==> src/rtl/twalk_pkg.sv <==
package twalk_pkg;

    typedef enum logic [2:0] {
        ST_IDLE,
        ST_FETCH_L1,
        ST_DECODE_L1,
        ST_FETCH_L2,
        ST_DECODE_L2,
        ST_RESPOND
    } walk_state_e;

    typedef enum logic [1:0] {
        L1_FAULT   = 2'd0,
        L1_COARSE  = 2'd1,
        L1_SECTION = 2'd2,
        L1_FINE    = 2'd3
    } l1_kind_e;

    typedef enum logic [1:0] {
        L2_FAULT = 2'd0,
        L2_LARGE = 2'd1,
        L2_SMALL = 2'd2,
        L2_TINY  = 2'd3
    } l2_kind_e;

    localparam logic [3:0] ST_OK          = 4'd0;
    localparam logic [3:0] ST_XLATE_SECT  = 4'd5;
    localparam logic [3:0] ST_XLATE_PAGE  = 4'd7;
    localparam logic [3:0] ST_DOMAIN_SECT = 4'd9;
    localparam logic [3:0] ST_DOMAIN_PAGE = 4'd11;
    localparam logic [3:0] ST_PERM_SECT   = 4'd13;
    localparam logic [3:0] ST_PERM_PAGE   = 4'd15;

    localparam logic [1:0] DOM_NONE     = 2'd0;
    localparam logic [1:0] DOM_CLIENT   = 2'd1;
    localparam logic [1:0] DOM_RESERVED = 2'd2;
    localparam logic [1:0] DOM_MANAGER  = 2'd3;

endpackage

==> src/rtl/twalk_addr_gen.sv <==
module twalk_addr_gen #(
    parameter int VA_W     = 32,
    parameter int L1_IDX_W = 12,
    parameter int L2_IDX_W = 8
) (
    input  logic [VA_W-L1_IDX_W-3:0] tbl_base,
    input  logic [L1_IDX_W-1:0]      l1_idx,
    input  logic [VA_W-L2_IDX_W-3:0] l2_base,
    input  logic [L2_IDX_W-1:0]      l2_idx,
    input  logic                     use_l2,
    output logic [VA_W-1:0]          fetch_addr
);

    logic [VA_W-1:0] l1_addr;
    logic [VA_W-1:0] l2_addr;

    // Word-aligned entry addresses: base, index, two zero byte bits.
    assign l1_addr = {tbl_base, l1_idx, 2'b00};
    assign l2_addr = {l2_base, l2_idx, 2'b00};

    always_comb begin
        fetch_addr = use_l2 ? l2_addr : l1_addr;
    end

endmodule

==> src/rtl/twalk_access_chk.sv <==
module twalk_access_chk
    import twalk_pkg::*;
#(
    parameter int DOM_W = 4,
    parameter int QTR_N = 4
) (
    input  logic [2*QTR_N-1:0]        ap_bits,
    input  logic                      is_page,
    input  logic [$clog2(QTR_N)-1:0]  quarter,
    input  logic [DOM_W-1:0]          domain,
    input  logic [2*(2**DOM_W)-1:0]   dom_access,
    input  logic                      is_write,
    input  logic                      is_priv,
    output logic                      dom_fault,
    output logic                      perm_fault
);

    logic [1:0] ap_fld [QTR_N];
    logic [1:0] ap_sel;
    logic [1:0] dom_fld;
    logic       allowed;

    for (genvar g = 0; g < QTR_N; g++) begin : g_ap
        assign ap_fld[g] = ap_bits[2*g +: 2];
    end

    always_comb begin
        // A section keeps its single field in the topmost slot.
        ap_sel  = is_page ? ap_fld[quarter] : ap_fld[QTR_N-1];
        dom_fld = dom_access[2*domain +: 2];
        unique case (ap_sel)
            2'd0:    allowed = 1'b0;
            2'd1:    allowed = is_priv;
            2'd2:    allowed = is_priv || !is_write;
            default: allowed = 1'b1;
        endcase
        dom_fault  = (dom_fld == DOM_NONE) || (dom_fld == DOM_RESERVED);
        perm_fault = (dom_fld == DOM_CLIENT) && !allowed;
    end

endmodule

==> src/rtl/table_walker.sv <==
module table_walker
    import twalk_pkg::*;
#(
    parameter int VA_W     = 32,
    parameter int L1_IDX_W = 12,
    parameter int L2_IDX_W = 8,
    parameter int DOM_W    = 4
) (
    input  logic                           clk,
    input  logic                           rst_n,
    input  logic                           req_valid,
    output logic                           req_ready,
    input  logic [VA_W-1:0]                req_vaddr,
    input  logic                           req_write,
    input  logic                           req_priv,
    output logic                           rsp_valid,
    output logic                           rsp_fault,
    output logic [3:0]                     rsp_status,
    output logic [VA_W-1:0]                rsp_vaddr,
    output logic [VA_W-1:0]                rsp_paddr,
    output logic [DOM_W-1:0]               rsp_domain,
    output logic                           rsp_cacheable,
    output logic                           rsp_bufferable,
    output logic                           mem_req,
    output logic [VA_W-1:0]                mem_addr,
    input  logic                           mem_ack,
    input  logic [VA_W-1:0]                mem_rdata,
    input  logic [VA_W-L1_IDX_W-3:0]       ttb_base,
    input  logic [2*(2**DOM_W)-1:0]        dom_access
);

    localparam int SECT_OFF_W = VA_W - L1_IDX_W;
    localparam int PAGE_OFF_W = SECT_OFF_W - L2_IDX_W;
    localparam int L2_BASE_W  = VA_W - L2_IDX_W - 2;
    localparam int DACR_W     = 2 * (2**DOM_W);
    localparam int DOM_LSB    = 5;
    localparam int QTR_LSB    = PAGE_OFF_W - 2;

    walk_state_e state_q, state_d;

    logic [VA_W-1:0]            va_q;
    logic                       wr_q, priv_q;
    logic [VA_W-L1_IDX_W-3:0]   ttb_q;
    logic [DACR_W-1:0]          dacr_q;
    logic [VA_W-1:0]            l1_q, l2_q;

    logic                       out_fault_q;
    logic [3:0]                 out_status_q;
    logic [VA_W-1:0]            out_paddr_q;
    logic [DOM_W-1:0]           out_dom_q;
    logic                       out_c_q, out_b_q;

    logic                       is_page;
    logic [VA_W-1:0]            chk_desc;
    logic [DOM_W-1:0]           l1_dom;
    logic                       dom_fault, perm_fault;
    logic                       res_fault;
    logic [3:0]                 res_status;
    logic [VA_W-1:0]            res_paddr;
    logic [DOM_W-1:0]           res_dom;
    logic                       res_c, res_b;
    logic                       unused_ok;

    assign unused_ok = ^{l1_q[9], l1_q[4]};

    // ---------------- state register ----------------
    always_ff @(posedge clk or negedge rst_n) begin
        if (!rst_n) state_q <= ST_IDLE;
        else        state_q <= state_d;
    end

    always_comb begin
        state_d = state_q;
        unique case (state_q)
            ST_IDLE:      if (req_valid) state_d = ST_FETCH_L1;
            ST_FETCH_L1:  if (mem_ack)   state_d = ST_DECODE_L1;
            ST_DECODE_L1: state_d = (l1_q[1:0] == L1_COARSE) ? ST_FETCH_L2 : ST_RESPOND;
            ST_FETCH_L2:  if (mem_ack)   state_d = ST_DECODE_L2;
            ST_DECODE_L2: state_d = ST_RESPOND;
            ST_RESPOND:   state_d = ST_IDLE;
            default:      state_d = ST_IDLE;
        endcase
    end

    // ---------------- address and permission helpers ----------------
    twalk_addr_gen #(
        .VA_W(VA_W), .L1_IDX_W(L1_IDX_W), .L2_IDX_W(L2_IDX_W)
    ) u_addr (
        .tbl_base   (ttb_q),
        .l1_idx     (va_q[VA_W-1:SECT_OFF_W]),
        .l2_base    (l1_q[VA_W-1:VA_W-L2_BASE_W]),
        .l2_idx     (va_q[SECT_OFF_W-1:PAGE_OFF_W]),
        .use_l2     (state_q == ST_FETCH_L2),
        .fetch_addr (mem_addr)
    );

    assign is_page  = (state_q == ST_DECODE_L2);
    assign chk_desc = is_page ? l2_q : l1_q;
    assign l1_dom   = l1_q[DOM_LSB +: DOM_W];

    twalk_access_chk #(.DOM_W(DOM_W), .QTR_N(4)) u_chk (
        .ap_bits    (chk_desc[11:4]),
        .is_page    (is_page),
        .quarter    (va_q[QTR_LSB +: 2]),
        .domain     (l1_dom),
        .dom_access (dacr_q),
        .is_write   (wr_q),
        .is_priv    (priv_q),
        .dom_fault  (dom_fault),
        .perm_fault (perm_fault)
    );

    // Result of the decode stage; precedence: type, domain, permission.
    always_comb begin
        res_fault  = 1'b0;
        res_status = ST_OK;
        res_paddr  = '0;
        res_dom    = l1_dom;
        res_c      = 1'b0;
        res_b      = 1'b0;
        if (!is_page) begin
            if (l1_q[1:0] != L1_SECTION) begin
                res_fault  = 1'b1;
                res_status = ST_XLATE_SECT;
                res_dom    = '0;
            end else if (dom_fault) begin
                res_fault  = 1'b1;
                res_status = ST_DOMAIN_SECT;
            end else if (perm_fault) begin
                res_fault  = 1'b1;
                res_status = ST_PERM_SECT;
            end else begin
                res_paddr = {l1_q[VA_W-1:SECT_OFF_W], va_q[SECT_OFF_W-1:0]};
                res_c     = l1_q[3];
                res_b     = l1_q[2];
            end
        end else begin
            if (l2_q[1:0] != L2_SMALL) begin
                res_fault  = 1'b1;
                res_status = ST_XLATE_PAGE;
            end else if (dom_fault) begin
                res_fault  = 1'b1;
                res_status = ST_DOMAIN_PAGE;
            end else if (perm_fault) begin
                res_fault  = 1'b1;
                res_status = ST_PERM_PAGE;
            end else begin
                res_paddr = {l2_q[VA_W-1:PAGE_OFF_W], va_q[PAGE_OFF_W-1:0]};
                res_c     = l2_q[3];
                res_b     = l2_q[2];
            end
        end
    end

    // ---------------- datapath registers ----------------
    always_ff @(posedge clk or negedge rst_n) begin
        if (!rst_n) begin
            va_q         <= '0;
            wr_q         <= 1'b0;
            priv_q       <= 1'b0;
            ttb_q        <= '0;
            dacr_q       <= '0;
            l1_q         <= '0;
            l2_q         <= '0;
            out_fault_q  <= 1'b0;
            out_status_q <= ST_OK;
            out_paddr_q  <= '0;
            out_dom_q    <= '0;
            out_c_q      <= 1'b0;
            out_b_q      <= 1'b0;
        end else begin
            unique case (state_q)
                ST_IDLE: if (req_valid) begin
                    va_q   <= req_vaddr;
                    wr_q   <= req_write;
                    priv_q <= req_priv;
                    ttb_q  <= ttb_base;
                    dacr_q <= dom_access;
                end
                ST_FETCH_L1: if (mem_ack) l1_q <= mem_rdata;
                ST_FETCH_L2: if (mem_ack) l2_q <= mem_rdata;
                ST_DECODE_L1, ST_DECODE_L2: begin
                    if (is_page || l1_q[1:0] != L1_COARSE) begin
                        out_fault_q  <= res_fault;
                        out_status_q <= res_status;
                        out_paddr_q  <= res_paddr;
                        out_dom_q    <= res_dom;
                        out_c_q      <= res_c;
                        out_b_q      <= res_b;
                    end
                end
                default: ;
            endcase
        end
    end

    // ---------------- outputs ----------------
    always_comb begin
        req_ready      = (state_q == ST_IDLE);
        mem_req        = (state_q == ST_FETCH_L1) || (state_q == ST_FETCH_L2);
        rsp_valid      = (state_q == ST_RESPOND);
        rsp_fault      = out_fault_q;
        rsp_status     = out_status_q;
        rsp_vaddr      = va_q;
        rsp_paddr      = out_paddr_q;
        rsp_domain     = out_dom_q;
        rsp_cacheable  = out_c_q;
        rsp_bufferable = out_b_q;
    end

    // ---------------- assertions ----------------

    rsp_single_pulse_chk: assert property (@(posedge clk) disable iff (!rst_n)
        rsp_valid |=> !rsp_valid);


    busy_not_ready_chk: assert property (@(posedge clk) disable iff (!rst_n)
        mem_req |-> !req_ready);


    mem_hold_chk: assert property (@(posedge clk) disable iff (!rst_n)
        (mem_req && !mem_ack) |=> (mem_req && $stable(mem_addr)));


    fault_shape_chk: assert property (@(posedge clk) disable iff (!rst_n)
        (rsp_valid && rsp_fault) |-> (rsp_status[0] && rsp_status >= ST_XLATE_SECT
                                      && rsp_paddr == '0 && !rsp_cacheable && !rsp_bufferable));


    ok_status_chk: assert property (@(posedge clk) disable iff (!rst_n)
        (rsp_valid && !rsp_fault) |-> (rsp_status == ST_OK));


    no_l2_after_leaf_chk: assert property (@(posedge clk) disable iff (!rst_n)
        (state_q == ST_DECODE_L1 && l1_q[1:0] != L1_COARSE) |=> (!mem_req && rsp_valid));


    section_offset_chk: assert property (@(posedge clk) disable iff (!rst_n)
        (state_q == ST_DECODE_L1 && l1_q[1:0] == L1_SECTION && !dom_fault && !perm_fault)
        |=> (rsp_valid && rsp_paddr[SECT_OFF_W-1:0] == rsp_vaddr[SECT_OFF_W-1:0]));

endmodule

==> config.mk <==
export PLATFORM = sky130hd
export DESIGN_NAME = table_walker
export DESIGN_NICKNAME = d
export VERILOG_FILES = /design/src/rtl/twalk_pkg.sv /design/src/rtl/twalk_addr_gen.sv /design/src/rtl/twalk_access_chk.sv /design/src/rtl/table_walker.sv
export SDC_FILE = /design/constraint.sdc
export NUM_CORES = 1
export LEC_CHECK = 0
export BUFFER_PORTS_ARGS = -buffer_cell sky130_fd_sc_hd__clkbuf_2
export CAP_MARGIN = 30
export CORE_AREA = 2 2 130 132
export CTS_CLUSTER_DIAMETER = 120
export DETAILED_ROUTE_END_ITERATION = 16
export DIE_AREA = 0 0 132 134
export PLACE_DENSITY = 0.89
export SYNTH_ARGS = -nofsm -noshare
export SYNTH_HDL_FRONTEND = slang
export SYNTH_SLANG_ARGS = --single-unit
==> constraint.sdc <==
create_clock -name clk -period 2.5 [get_ports clk]
set_input_delay 0.25 -clock clk [delete_from_list [all_inputs] [get_ports clk]]
set_output_delay 0.25 -clock clk [all_outputs]
set_load 0.01 [all_outputs]
==> results.yml <==
yosys:
  synth_top_area_cell: "dfrtp_1"
  synthCells: 593
  synth_cell_type_count: 40
  avgSynthCellArea_um2: 14.0
  synth_edf_count: 0
  ys_seq_area_share_pct: 57.9
  yosys.cell_count.top_type: "dfrtp_1"
  synth_common_cells: "192 x dfrtp_1, 145 x mux2_2, 30 x mux2_1, 30 x nor2_1, 28 x nand2_1"
  yosys-top-cells-area: "dfrtp_1 58%, mux2_2 20%, mux2_1 4.1%"
  async_reset_ff_share_pct: 100
  syn_area_um2: 8300
  synth-seq-cells: 192
  ys.flop_type: "dfrtp_1"
  yosys_warnings: 0
  synth_top_area_share_pct: 57.9
placed_design:
  place_congestion: 0.832
  buffer_ports.inserted: 227
  place_area_um2: 9760
  place_hpwl_um: 13700
worst_setup_path:
  timing.critical_path.buf_inv: 1
  cp_slowest_cell: "mux4_2"
  crit_arrival_ns: 2.73
  cp_top_family: "multiplexers"
  cp.required_ns: 2.86
  critical_path_class: "reg2reg"
  startpoint_type: "flop"
  crit_chain: "mux4_2 -> nor2b_1 -> mux4_2 -> a31oi_4 -> buf_12 -> a22o_1"
  endpoint_kind: "flop"
  cp_num_cells: 6
  ff2ff_path_depth: 6
  max_stage_delay_ns: 0.54
  path_common_cell: "mux4_2"
  cp_max_fo: 23
die:
  die_h_um: 134
  die_area_um2: 17700
  coreArea_um2: 16300
  die_w_um: 132
  fp-row-count: 47
  ioPinCount: 230
  initial_core_util_pct: 51.0
pwr:
  ir_worst_vdd_mv: 0.634
  p_leak_nw: 4.88
  swShare_pct: 35.6
  pwr-share-clk_pct: 18.8
  p_switching_mw: 5.16
  p_comb_share_pct: 41.8
  internal_power_mw: 9.35
  power_density_nw_per_um2: 1400
  sequentialPowerShare_pct: 39.5
finish:
  nets: 940
  utilization_pct: 63.6
  diodes: 0
  final_cell_area_um2: 10400
  drive_above_1_share_pct: 54.8
  area_growth_pct: 24.7
clock_network:
  htreeDepth: 4
  cts_tree: "yes"
  cts.root.buffer_cell: "clkbuf_16"
  cts_sinks: 192
  cts_setup_buffers: 0
  max-clock-path-buffers: 2
  clk_pin_slew_worst_paths_ns: 0.07
  cts_made_buffers: 17
  clk_latency_ns: 0.43
timing:
  setup_tns_ns: 0
  fin_skew_ns: 0.0104
  hold_viol: 0
  tightestPinTransition_ns: 0.853
  max_freq_mhz: 421
  drv_slew: 0
  rsz0062_at_grt: "no"
  slew_headroom_pct: 42.4
  period_minus_slack_ns: 2.37
  fin_crit_sh_pct: 94.9
  setup_viol: 0
hold_path:
  hold_class: "in2reg"
  holdPathStages: 2
drt:
  drtIter0Drc: 277
  wl_per_cell_um: 18.0
  avgViaCountPerCell: 5.35
  totalWireLength_um: 18900
  ant_nets: 0
  drc: 0
  num_vias: 5622
  detail_route.first_pass.iterations: 5
global_route:
  grt_max_degree: 83
  overflow: 0
  antenna_found_initial: 0
  grt_use_total_pct: 22.1
  grt_pass1_vias: 5728
  grt_pass1_wl_um: 30300
job:
  cap_violations: 0
status:
  outcome: "complete, no violations"
[power groups by stage]
stage          sequential (mW)  clock (mW)  combinational, mW
2_1_floorplan             5.64           0               4.02
3_3_place_gp              5.67           0               5.91
3_5_place_dp              5.78           0               6.09
4_1_cts                   5.73        2.76               6.12
5_1_grt                   5.93        2.88               6.55
6_report                  5.73        2.72               6.06
[path summary, 6_finish.rpt]
kind,slack (ns),startpoint,end
max,0.13,l1_q[5]$_DFFE_PN0P_,rsp_paddr[17]$_DFFE_PN0P_
min,0.03,req_vaddr[23],rsp_vaddr[23]$_DFFE_PN0P_
max reg2reg,0.13,l1_q[5]$_DFFE_PN0P_,rsp_paddr[17]$_DFFE_PN0P_
min reg2reg,0.48,rsp_paddr[10]$_DFFE_PN0P_,rsp_paddr[10]$_DFFE_PN0P_
max in group asynchronous,1.33,rst_n,l1_q[16]$_DFFE_PN0P_
min in group asynchronous,0.42,rst_n,rsp_paddr[24]$_DFFE_PN0P_
[cell families (layout without fill, tap and decap cells)]
logic type | Yosys count | count (layout) | synth area share (%)
AO/OA/AOI/OAI | 75 | 75 | 7.24
XOR/XNOR | 1 | 1 | 0.106
buffers and inverters | 49 | 285 | 2.94
flip-flops | 192 | 192 | 57.9
multiplexers | 187 | 187 | 27.0
other | 1 | 2 | 0.0452
AND/OR/NAND/NOR | 88 | 88 | 4.79
[routing by layer]
metal / global-route usage, % / routed length [um]
met4: 7.85 / 321
met5: 0 / 0
met2: 35.4 / 9110
met1: 29.5 / 8110
met3: 5.52 / 1330
[registers in the layout, summed over array words and instances (netlist names)]
register and flops:
ttb_q 18, rsp_fault 1, rsp_domain 4, state_q 3, rsp_bufferable 1, wr_q 1
rsp_vaddr 32, l2_q 32, l1_q 30, rsp_status 4, priv_q 1, rsp_paddr 32
rsp_cacheable 1, dacr_q 32
[placed cells by master (no fill, tap or decap), drive strengths merged, types with 2 or more instances in the layout]
master	instances
a22o	23
a22oi	21
a2bb2oi	3
a31oi	2
buf	21
bufinv	3
clkbuf	247
clkinv	4
conb	2
dfrtp	192
inv	8
mux2	175
mux4	12
nand2	28
nand2b	4
nand3	13
nor2	30
nor2b	5
nor3	2
o21ai	20
[cell type report]
| type | count | area, um2 |
|---|---|---|
| clock inverters | 9 | 138 |
| clock buffers | 20 | 437 |
| inverters | 7 | 26.3 |
| flip-flops and latches | 192 | 4810 |
| well taps | 220 | 275 |
| repair buffers | 249 | 1390 |
| fillers | 1228 | 5940 |
| multi-input cells | 353 | 3280 |
[stage by stage]
step                setup WS, ns  std cells  hold slack, ns  total power, mW
floorplan                  0.217        594         -0.0456             9.66
global placement           0.104       1020           0.339             11.6
detailed placement        0.0434       1020           0.341             11.9
CTS                      0.00795       1050          0.0182             14.6
global route              0.0159       1050          0.0240             15.4
finish                     0.127       1050          0.0328             14.5
[what timing repair did]
item,CTS,global route
hold buffers,1,0
endpoints found under the hold margin,79,0
setup endpoints to repair,0,50
gates resized for setup,0,2
Power figures use the tool's default switching activity.
